## config.mk

```make
export PLATFORM = sky130hd
export DESIGN_NAME = vc_class_selector
export DESIGN_NICKNAME = d
export VERILOG_FILES = /design/src/rtl/vcs_pkg.sv /design/src/rtl/vcs_route_set.sv /design/src/rtl/vcs_adaptive_pick.sv /design/src/rtl/vcs_escape_pick.sv /design/src/rtl/vc_class_selector.sv
export SDC_FILE = /design/constraint.sdc
export NUM_CORES = 1
export LEC_CHECK = 0
export BUFFER_PORTS_ARGS = -buffer_cell sky130_fd_sc_hd__buf_2
export CORE_MARGIN = 1.5
export CORE_UTILIZATION = 47
export DETAILED_ROUTE_END_ITERATION = 6
export MAX_ROUTING_LAYER = met4
export PLACE_DENSITY = 0.87
export RECOVER_POWER = 50
export SETUP_SLACK_MARGIN = 0.15
export SLEW_MARGIN = 40
export SYNTH_ARGS = -nofsm -noshare
export SYNTH_HDL_FRONTEND = slang
export SYNTH_SLANG_ARGS = --single-unit
```

## constraint.sdc

```tcl
create_clock -name clk -period 4.3 [get_ports clk]
set_clock_uncertainty 0.05 [all_clocks]
set_input_delay 0.86 -clock clk [delete_from_list [all_inputs] [get_ports clk]]
set_output_delay 0.86 -clock clk [all_outputs]
set_load 0.05 [all_outputs]
```

## src/rtl/vcs_pkg.sv

```systemverilog
package vcs_pkg;
  localparam int NPORT = 5;
  localparam int NVC = 5;
  localparam int PW = 3;
  localparam int VW = 3;
  localparam int FREE_W = NPORT * NVC;

  localparam int P_LOC = 0;
  localparam int P_E = 1;
  localparam int P_W = 2;
  localparam int P_N = 3;
  localparam int P_S = 4;

  localparam int N_ADP = 2;
  localparam int VC_DOR_LO = 2;
  localparam int VC_DOR_HI = 3;
  localparam int VC_ESC = 4;

  typedef struct packed {
    logic          stall;
    logic [PW-1:0] port;
    logic [VW-1:0] vc;
  } pick_t;

  function automatic logic [PW-1:0] rev_dir(input logic [PW-1:0] d);
    case (d)
      PW'(P_E): rev_dir = PW'(P_W);
      PW'(P_W): rev_dir = PW'(P_E);
      PW'(P_N): rev_dir = PW'(P_S);
      PW'(P_S): rev_dir = PW'(P_N);
      default:  rev_dir = PW'(P_LOC);
    endcase
  endfunction
endpackage

```

## src/rtl/vcs_route_set.sv

```systemverilog
module vcs_route_set
  import vcs_pkg::*;
#(
  parameter int COORD_W = 3
) (
  input  logic [COORD_W-1:0] loc_x,
  input  logic [COORD_W-1:0] loc_y,
  input  logic [COORD_W-1:0] dst_x,
  input  logic [COORD_W-1:0] dst_y,
  output logic [NPORT-1:0]   prod,
  output logic [PW-1:0]      dor_port,
  output logic               at_dest
);
  logic go_e, go_w, go_n, go_s;

  assign go_e    = dst_x > loc_x;
  assign go_w    = dst_x < loc_x;
  assign go_n    = dst_y > loc_y;
  assign go_s    = dst_y < loc_y;
  assign at_dest = !(go_e || go_w || go_n || go_s);

  always_comb begin
    prod        = '0;
    prod[P_LOC] = at_dest;
    prod[P_E]   = go_e;
    prod[P_W]   = go_w;
    prod[P_N]   = go_n;
    prod[P_S]   = go_s;
  end

  always_comb begin
    if (go_e)      dor_port = PW'(P_E);
    else if (go_w) dor_port = PW'(P_W);
    else if (go_n) dor_port = PW'(P_N);
    else if (go_s) dor_port = PW'(P_S);
    else           dor_port = PW'(P_LOC);
  end
endmodule

```

## src/rtl/vcs_adaptive_pick.sv

```systemverilog
module vcs_adaptive_pick
  import vcs_pkg::*;
(
  input  logic [NPORT-1:0]  healthy_prod,
  input  logic [FREE_W-1:0] vc_free,
  output logic              hit,
  output logic [PW-1:0]     port,
  output logic [VW-1:0]     vc
);
  always_comb begin
    hit  = 1'b0;
    port = '0;
    vc   = '0;
    for (int p = 0; p < NPORT; p++) begin
      for (int v = 0; v < N_ADP; v++) begin
        if (!hit && healthy_prod[p] && vc_free[p*NVC+v]) begin
          hit  = 1'b1;
          port = PW'(p);
          vc   = VW'(v);
        end
      end
    end
  end
endmodule

```

## src/rtl/vcs_escape_pick.sv

```systemverilog
module vcs_escape_pick
  import vcs_pkg::*;
(
  input  logic              enable,
  input  logic [PW-1:0]     travel_dir,
  input  logic [NPORT-1:0]  port_fault,
  input  logic [FREE_W-1:0] vc_free,
  output logic              hit,
  output logic [PW-1:0]     port
);
  logic [NPORT-1:0] allow;
  logic [PW-1:0]    back;
  logic             west_ok;

  assign back    = rev_dir(travel_dir);
  assign west_ok = (travel_dir == PW'(P_LOC)) || (travel_dir == PW'(P_W));

  genvar g;
  generate
    for (g = 0; g < NPORT; g++) begin : g_allow
      if (g == P_LOC) begin : g_loc
        assign allow[g] = 1'b0;
      end else begin : g_mesh
        assign allow[g] = enable && !port_fault[g] && vc_free[g*NVC+VC_ESC] &&
                          (back != PW'(g)) && ((g != P_W) || west_ok);
      end
    end
  endgenerate

  always_comb begin
    hit  = 1'b0;
    port = '0;
    for (int p = 0; p < NPORT; p++) begin
      if (!hit && allow[p]) begin
        hit  = 1'b1;
        port = PW'(p);
      end
    end
  end
endmodule

```

## src/rtl/vc_class_selector.sv

```systemverilog
module vc_class_selector
  import vcs_pkg::*;
#(
  parameter int COORD_W = 3
) (
  input  logic                  clk,
  input  logic                  rst_n,
  input  logic [COORD_W-1:0]    loc_x,
  input  logic [COORD_W-1:0]    loc_y,
  input  logic                  req_valid,
  output logic                  req_ready,
  input  logic [COORD_W-1:0]    req_dst_x,
  input  logic [COORD_W-1:0]    req_dst_y,
  input  logic                  req_prio,
  input  logic                  req_on_dor,
  input  logic [2:0]            req_travel_dir,
  input  logic [24:0]           vc_free,
  input  logic [4:0]            port_fault,
  output logic                  res_valid,
  input  logic                  res_ready,
  output logic                  res_stall,
  output logic [2:0]            res_port,
  output logic [2:0]            res_vc
);
  logic [NPORT-1:0] prod, healthy_prod;
  logic [PW-1:0]    dor_port, adp_port, esc_port;
  logic [VW-1:0]    adp_vc, dor_vc;
  logic             at_dest, adp_hit, dor_hit, esc_hit, esc_en;
  pick_t            pick, res_q;

  vcs_route_set #(.COORD_W(COORD_W)) u_route (
    .loc_x(loc_x), .loc_y(loc_y), .dst_x(req_dst_x), .dst_y(req_dst_y),
    .prod(prod), .dor_port(dor_port), .at_dest(at_dest)
  );

  assign healthy_prod = prod & ~port_fault;

  vcs_adaptive_pick u_adp (
    .healthy_prod(req_on_dor ? '0 : healthy_prod), .vc_free(vc_free),
    .hit(adp_hit), .port(adp_port), .vc(adp_vc)
  );

  assign dor_vc  = req_prio ? VW'(VC_DOR_HI) : VW'(VC_DOR_LO);
  assign dor_hit = !port_fault[dor_port] && vc_free[dor_port*NVC+dor_vc];
  assign esc_en  = !at_dest && (healthy_prod == '0);

  vcs_escape_pick u_esc (
    .enable(esc_en), .travel_dir(req_travel_dir), .port_fault(port_fault),
    .vc_free(vc_free), .hit(esc_hit), .port(esc_port)
  );

  always_comb begin
    pick = '{stall: 1'b1, port: '0, vc: '0};
    if (adp_hit)      pick = '{stall: 1'b0, port: adp_port, vc: adp_vc};
    else if (dor_hit) pick = '{stall: 1'b0, port: dor_port, vc: dor_vc};
    else if (esc_hit) pick = '{stall: 1'b0, port: esc_port, vc: VW'(VC_ESC)};
  end

  assign req_ready = !res_valid || res_ready;

  always_ff @(posedge clk) begin
    if (!rst_n) begin
      res_valid <= 1'b0;
      res_q     <= '0;
    end else if (req_valid && req_ready) begin
      res_valid <= 1'b1;
      res_q     <= pick;
    end else if (res_ready) begin
      res_valid <= 1'b0;
    end
  end

  assign res_stall = res_q.stall;
  assign res_port  = res_q.port;
  assign res_vc    = res_q.vc;
endmodule

```

Word-level counts from Yosys, hierarchy flattened
Cells that the tools add are included.
{ "totals": {"mem_bits_rw": 0, "in_bits": 51, "latch_bits": 0, "register_bits": 8, "mem_count": 0, "rom_bits": 0, "output_inout_bits": 9, "word_cells": 138} }
{ "op_classes": {"n_eq_ne": 8, "n_shift": 0, "bitwise": 2, "n_addsub": 1, "multipliers": 1, "n_reduce_logical": 65, "order_cmp": 6, "div_mod_pow": 0, "n_mux": 51} }
{ "ops": {"columns": ["op", "n"], "rows": [
  ["1-bit logical AND", 38],
  ["1-bit 2-to-1 mux", 31],
  ["3-bit 2-to-1 mux", 9],
  ["7-bit 2-to-1 mux", 3],
  ["1-bit logical NOT", 19],
  ["3-bit one-hot mux with 4 select lines", 1],
  ["2-bit 2-to-1 mux", 4],
  ["6-bit by 2-bit adder with 7-bit output", 1],
  ["7-bit by 6-bit < comparator with 1-bit output, second input constant", 1],
  ["3-bit by 2-bit equality test with 1-bit output, second input constant", 2],
  ["3-bit greater-than comparator", 2],
  ["3-bit < comparator", 2],
  ["3-bit by 3-bit multiplier with 6-bit output, second input constant", 1],
  ["3-bit by 2-bit inequality test with 1-bit output, second input constant", 2],
  ["5-bit AND", 1],
  ["1-bit binary-select mux with 5-bit select", 1],
  ["5-bit logical NOT", 1],
  ["1-bit logical OR", 5],
  ["5-bit 2-to-1 mux", 1],
  ["5-bit inverter", 1],
  ["3-bit by 4-bit < comparator with 1-bit output, second input constant", 1],
  ["1-bit binary-select mux with 3-bit select", 1],
  ["3-bit by 1-bit equality test with 1-bit output, second input constant", 1],
  ["3-bit equality test, second input constant", 1],
  ["other kinds (4)", 4]
]} }

Logic depth before layout (Yosys ltp)
{ "depth": {"depth_word": 46, "depth_mapped": 15, "ltp_nobuf": 14} }

Hierarchy
A second synthesis with hierarchy kept.
{ "hier_totals": {"hier_cells": 190, "hier_area_um2": 1526.5} }
{ "modules_own_cells": {"columns": ["mod", "area_each_um2", "seq_area_each_um2", "instances", "cells_per_inst"], "rows": [
  ["vc_class_selector", 968.4, 160.2, 1, 113],
  ["vcs_route_set", 267.8, 0.0, 1, 35],
  ["vcs_adaptive_pick", 190.2, 0.0, 1, 27],
  ["vcs_escape_pick", 100.1, 0.0, 1, 15]
]} }

Worst setup path before layout
Ideal clock, no wire load.
{ "synth_path": {"kind": "input-to-reg", "startpoint": "input port loc_y[2]", "endpoint": "register res_q (netlist bit res_vc[0])", "stages": 14, "path_slack_ns": 0.413, "setup_ns": 0.128, "path_buffers": 1, "t_arrival_ns": 3.709, "t_required_ns": 4.122, "cell_sequence": "inv_1 -> ha_1 -> a21oi_1 -> and2_1 -> o21ai_0 -> and2_1 -> ha_1 -> ha_1 -> clkbuf_1 -> mux4_2 -> a211oi_1 -> a2111o_1 -> and2_1 -> o211ai_2"} }
{ "synth_between": {"elab_chain_len": 45, "word_cells_on_any_way": 68, "classes_between": "add/sub (1); mul (1); order compare (2); mux (30); bitwise (1); reduce/logical (33)"} }
{ "synth_lines": {"columns": ["item", "line", "source"], "rows": [
  ["start, declared", "vc_class_selector.sv:9", "input logic [COORD_W-1:0] loc_y,"],
  ["3-bit greater-than comparator", "vcs_route_set.sv:18", "assign go_n = dst_y > loc_y;"],
  ["1-bit logical OR (2 in a row)", "vcs_route_set.sv:20", "assign at_dest = !(go_e || go_w || go_n || go_s);"],
  ["1-bit logical NOT", "vcs_route_set.sv:20", null],
  ["5-bit AND", "vc_class_selector.sv:36", "assign healthy_prod = prod & ~port_fault;"],
  ["5-bit 2-to-1 mux", "vc_class_selector.sv:39", ".healthy_prod(req_on_dor ? '0 : healthy_prod), .vc_free(vc_free),"],
  ["1-bit logical AND", "vcs_adaptive_pick.sv:16", "if (!hit && healthy_prod[p] && vc_free[p*NVC+v]) begin"],
  ["1-bit 2-to-1 mux", "vcs_adaptive_pick.sv:16", null],
  ["1-bit logical NOT", "vcs_adaptive_pick.sv:16", null],
  ["[... 26 more ...]", null, null],
  ["1-bit 2-to-1 mux", "vcs_adaptive_pick.sv:16", null],
  ["1-bit logical NOT", "vcs_adaptive_pick.sv:16", null],
  ["1-bit logical AND (2 in a row)", "vcs_adaptive_pick.sv:16", null],
  ["1-bit 2-to-1 mux", "vcs_adaptive_pick.sv:16", null],
  ["1-bit logical NOT", "vcs_adaptive_pick.sv:16", null],
  ["1-bit logical AND (2 in a row)", "vcs_adaptive_pick.sv:16", null],
  ["1-bit 2-to-1 mux", "vcs_adaptive_pick.sv:16", null],
  ["7-bit 2-to-1 mux *", "vc_class_selector.sv:54", "if (adp_hit) pick = '{stall: 1'b0, port: adp_port, vc: adp_vc};"],
  ["end signal, assigned", "vc_class_selector.sv:67", "res_q <= pick;"],
  ["end, declared", "vc_class_selector.sv:29", "pick_t pick, res_q;"]
]} }
Mark *: on every way between the ends. The rest lies on a longest branch, timed or not. The select of a mux whose other input is x is not followed.
A chain may end at the register's enable or synchronous reset.

Final worst setup path
{ "layout_path": {"startpoint": "input port loc_y[2]", "endpoint": "register res_q (netlist bit res_vc[1])"} }
The elaborated chain is that of the path after synthesis.

==> metrics.csv <==
stage,metric,value,unit
sta,Hold Slack,0.4252,ns
cts,root buffer cell,clkbuf_4,
job,Max Cap Viol,0,
floorplanning,# IOs,60,
place,DP Cell Count,247,
cts,CTS tree,yes,
outcome,status,"finished, final reports clean",
global_routing,number of global-route vias before repair,1436,
finish,fillers,236,
power_and_ir_drop,total power draw,413.1,uW
worst_setup_path,critical path launch point type,input port,
cts,post-CTS setup buffers,0,
floorplanning,Die Span X,54.83,um
sta,worst slew pin tran,0.6684,ns
finish,antenna cell count,0,
power_and_ir_drop,pwr/cell area,257.7,nW/um^2
worst_hold_path,hold path depth,2,
cts,CTS Buf Count,3,
worst_setup_path,CP peak stage delay,0.44,ns
worst_setup_path,Worst Path Max Fanout,7,
worst_setup_path,Crit path depth,15,
floorplanning,Starting Density,0.5050,
global_routing,total track usage,0.2907,
cts,clk buf depth,2,
floorplanning,core area,2500,um^2
global_routing,overflow left after global routing,0,
detailed_routing,First-pass DRT Iterations,4,
detailed_routing,drc violations,0,
cts,# clock sinks,8,
global_routing,first-pass GRT wire length,6099,um
global_routing,initial antenna violation count,0,
detailed_routing,DR vias,1564,
sta,f_max,0.2515,GHz
cts,clk_lat worst skew,0.25,ns
detailed_routing,Routed WL per cell,15.17,um
worst_setup_path,endpoint class of the critical path,flop,
worst_hold_path,HP Class,reg2reg,
global_routing,pin count of the biggest net entering global routing,11,
floorplanning,die area,3006,um^2
sta,Slew headroom,0.5482,
sta,Final Hold Fails,0,
finish,P&R area growth vs syn,26.96,%
place,GPL Wtd Cong,0.9383,
synthesis,synthesized net count,224,
global_routing,met2 usage,0.5000,
cts,clock-pin slew on the worst setup and hold paths,0.06,ns
place,Post-DP Area,1579,um^2
detailed_routing,ANT nets after route,0,
finish,Storage cell area,160.2,um^2
global_routing,met1 GRT Util,0.3483,
synthesis,post-synthesis cell type count,45,
floorplanning,Die Y,54.83,um
sta,final setup vio count,0,
power_and_ir_drop,Leak,0.7249,nW
sta,fin crit period,3.976,ns
worst_setup_path,worst path bufs/invs,2,
synthesis,"flops & latches, synth",8,
detailed_routing,DR iter-0 viols,82,
sta,Pins Over Slew Limit,0,
synthesis,post-synthesis async set-or-reset flop share,0,
cts,H-tree depth,1,
worst_setup_path,reg2reg path depth,5,
synthesis,synth warn,0,
worst_setup_path,Setup CP Type,in2reg,
sta,Tcrit/Tclk final,0.9247,
global_routing,met3 usage,0.008197,
sta,unrepaired setup endpoints after global routing,no,
synthesis,Synth Instances,162,
finish,layout cells sized above 1,0.3227,
sta,setup tns final,0,ns
synthesis,post-synthesis instance area,1262,um^2
floorplanning,row cnt,18,
finish,area of the multi-input gates,1055,um^2
power_and_ir_drop,Max VDD drop,0.0001926,V
synthesis,"Seq/Total Area, Yosys",0.1269,
worst_setup_path,Crit path required time,4.40,ns
synthesis,Synth Flop Type,dfxtp_1,
finish,design area,1603,um^2
place,port bufs,59,
worst_setup_path,Most Frequent Cell on Critical Path,and2_1,
place,hpwl dp,3261,um
detailed_routing,vias per cell,6.256,
synthesis,Post-synth EDFFs,0,
detailed_routing,final wirelength,3793,um
synthesis,syn_area_per_cell,7.793,um^2
global_routing,most crowded layer after global routing,met2,
finish,# nets final,284,
finish,Finished Layout Cells,250,
worst_setup_path,Critical Path Slowest Stage Cell,ha_1,
worst_setup_path,Worst path top cell family by delay,compound AO/OA/AOI/OAI gates,
worst_setup_path,"Data arrival, critical path",4.08,ns
worst_setup_path,"Cell Chain, Critical Path",buf_2 -> inv_1 -> ha_1 -> a21oi_1 -> and2_1 -> o21ai_0 -> and2_1 -> ha_2 -> ha_1 -> mux4_2 -> nor2b_1 -> a211oi_1 -> a2111o_1 -> and2_1 -> o31ai_1,
==> registers in the layout, indices dropped and copies added, names as in the netlist <==
name / cells
res_port: 3
res_stall: 1
res_vc: 3
res_valid: 1
==> placed cells by master, fill, tap and decap left out, drive strengths merged, types with 2 or more instances in the layout <==
master	count
o2111ai	3
and2	7
nand2	12
nor3	2
clkbuf	10
nor4b	2
nand3	13
mux4	6
or4	2
a211oi	3
ha	11
o311ai	2
nand3b	2
o31ai	2
and3	4
mux2i	4
nand2b	6
o21a	2
o211ai	3
nor2b	3
nor2	15
o21ai	10
inv	11
a21oi	10
a2111o	2
buf	52
dfxtp	8
==> synthesized netlist by cell type, drive strengths merged, types with 3 or more instances <==
library cell | number | share of area
a211oi | 3 | 0.018
and2 | 7 | 0.035
o2111ai | 3 | 0.021
mux2i | 4 | 0.032
nand3 | 13 | 0.056
nor2 | 15 | 0.045
nand2 | 12 | 0.036
and3 | 4 | 0.025
clkbuf | 3 | 0.0089
ha | 11 | 0.11
a21oi | 10 | 0.040
dfxtp | 8 | 0.13
nor2b | 3 | 0.015
nand2b | 6 | 0.030
o211ai | 3 | 0.022
o21ai | 10 | 0.040
inv | 11 | 0.033
mux4 | 6 | 0.11
==> stage by stage <==
stage | utilization | setup WS, ns
global route | 0.6411 | 0.1602
floorplan | - | 0.4133
global placement | 0.6316 | 0.2132
CTS | 0.6406 | 0.2661
detailed placement | 0.6316 | 0.02665
finish | 0.6411 | 0.3238
==> where the power goes <==
group,switching [mW],internal (mW),leakage (nW)
Combinational,0.155,0.114,0.645
Sequential,0.00446,0.0821,0.0658
Clock,0.0263,0.0320,0.0138
==> worst reg2reg max path, cell delays in order, from the launching register on <==
cell and delay [ns]:
dfxtp_1 0.31, nand2b_1 0.12, and2_1 0.27, nand2_1 0.14, or3_1 0.37, o41ai_1 0.29
==> logic make-up (layout without fill, tap and decap cells) <==
kind of cell               Yosys count  in the layout  share of synthesized area
xor gates and xnor gates             1              1                   0.006939
DFF                                  8              8                     0.1269
and+or+nand+nor                     73             73                     0.3191
adders and majority gates           11             11                     0.1090
buffers and inverters               15             73                    0.04559
AOI/OAI and AO/OA                   44             44                     0.2537
muxes                               10             10                     0.1388
==> layer usage <==
metal  up-vias  part of all wire
met5         -                 0
met4         0             0.037
met3        16             0.080
met2        89              0.49
met1       712              0.40
li1        747                 -
==> worst paths after layout <==
check        startpoint           to  slack, ns
min reg2reg   res_stall    res_stall       0.43
min           res_stall    res_stall       0.43
max reg2reg   res_valid  res_port[2]       2.66
max            loc_y[2]    res_vc[1]       0.32
==> what timing repair did <==
| action | CTS | global route |
|---|---|---|
| resized for setup | 0 | 2 |
| setup endpoints to repair | 0 | 5 |
| hold buffers | 0 | 0 |
==> layout make-up <==
| type | instances | area share |
|---|---|---|
| clock buffer | 3 | 0.01405 |
| inverter | 11 | 0.02576 |
| multi-input combinational | 139 | 0.6581 |
| sequential | 8 | 0.09992 |
| tap | 30 | 0.02342 |
| timing repair buffer | 59 | 0.1788 |
Power figures use the tool's default switching activity.
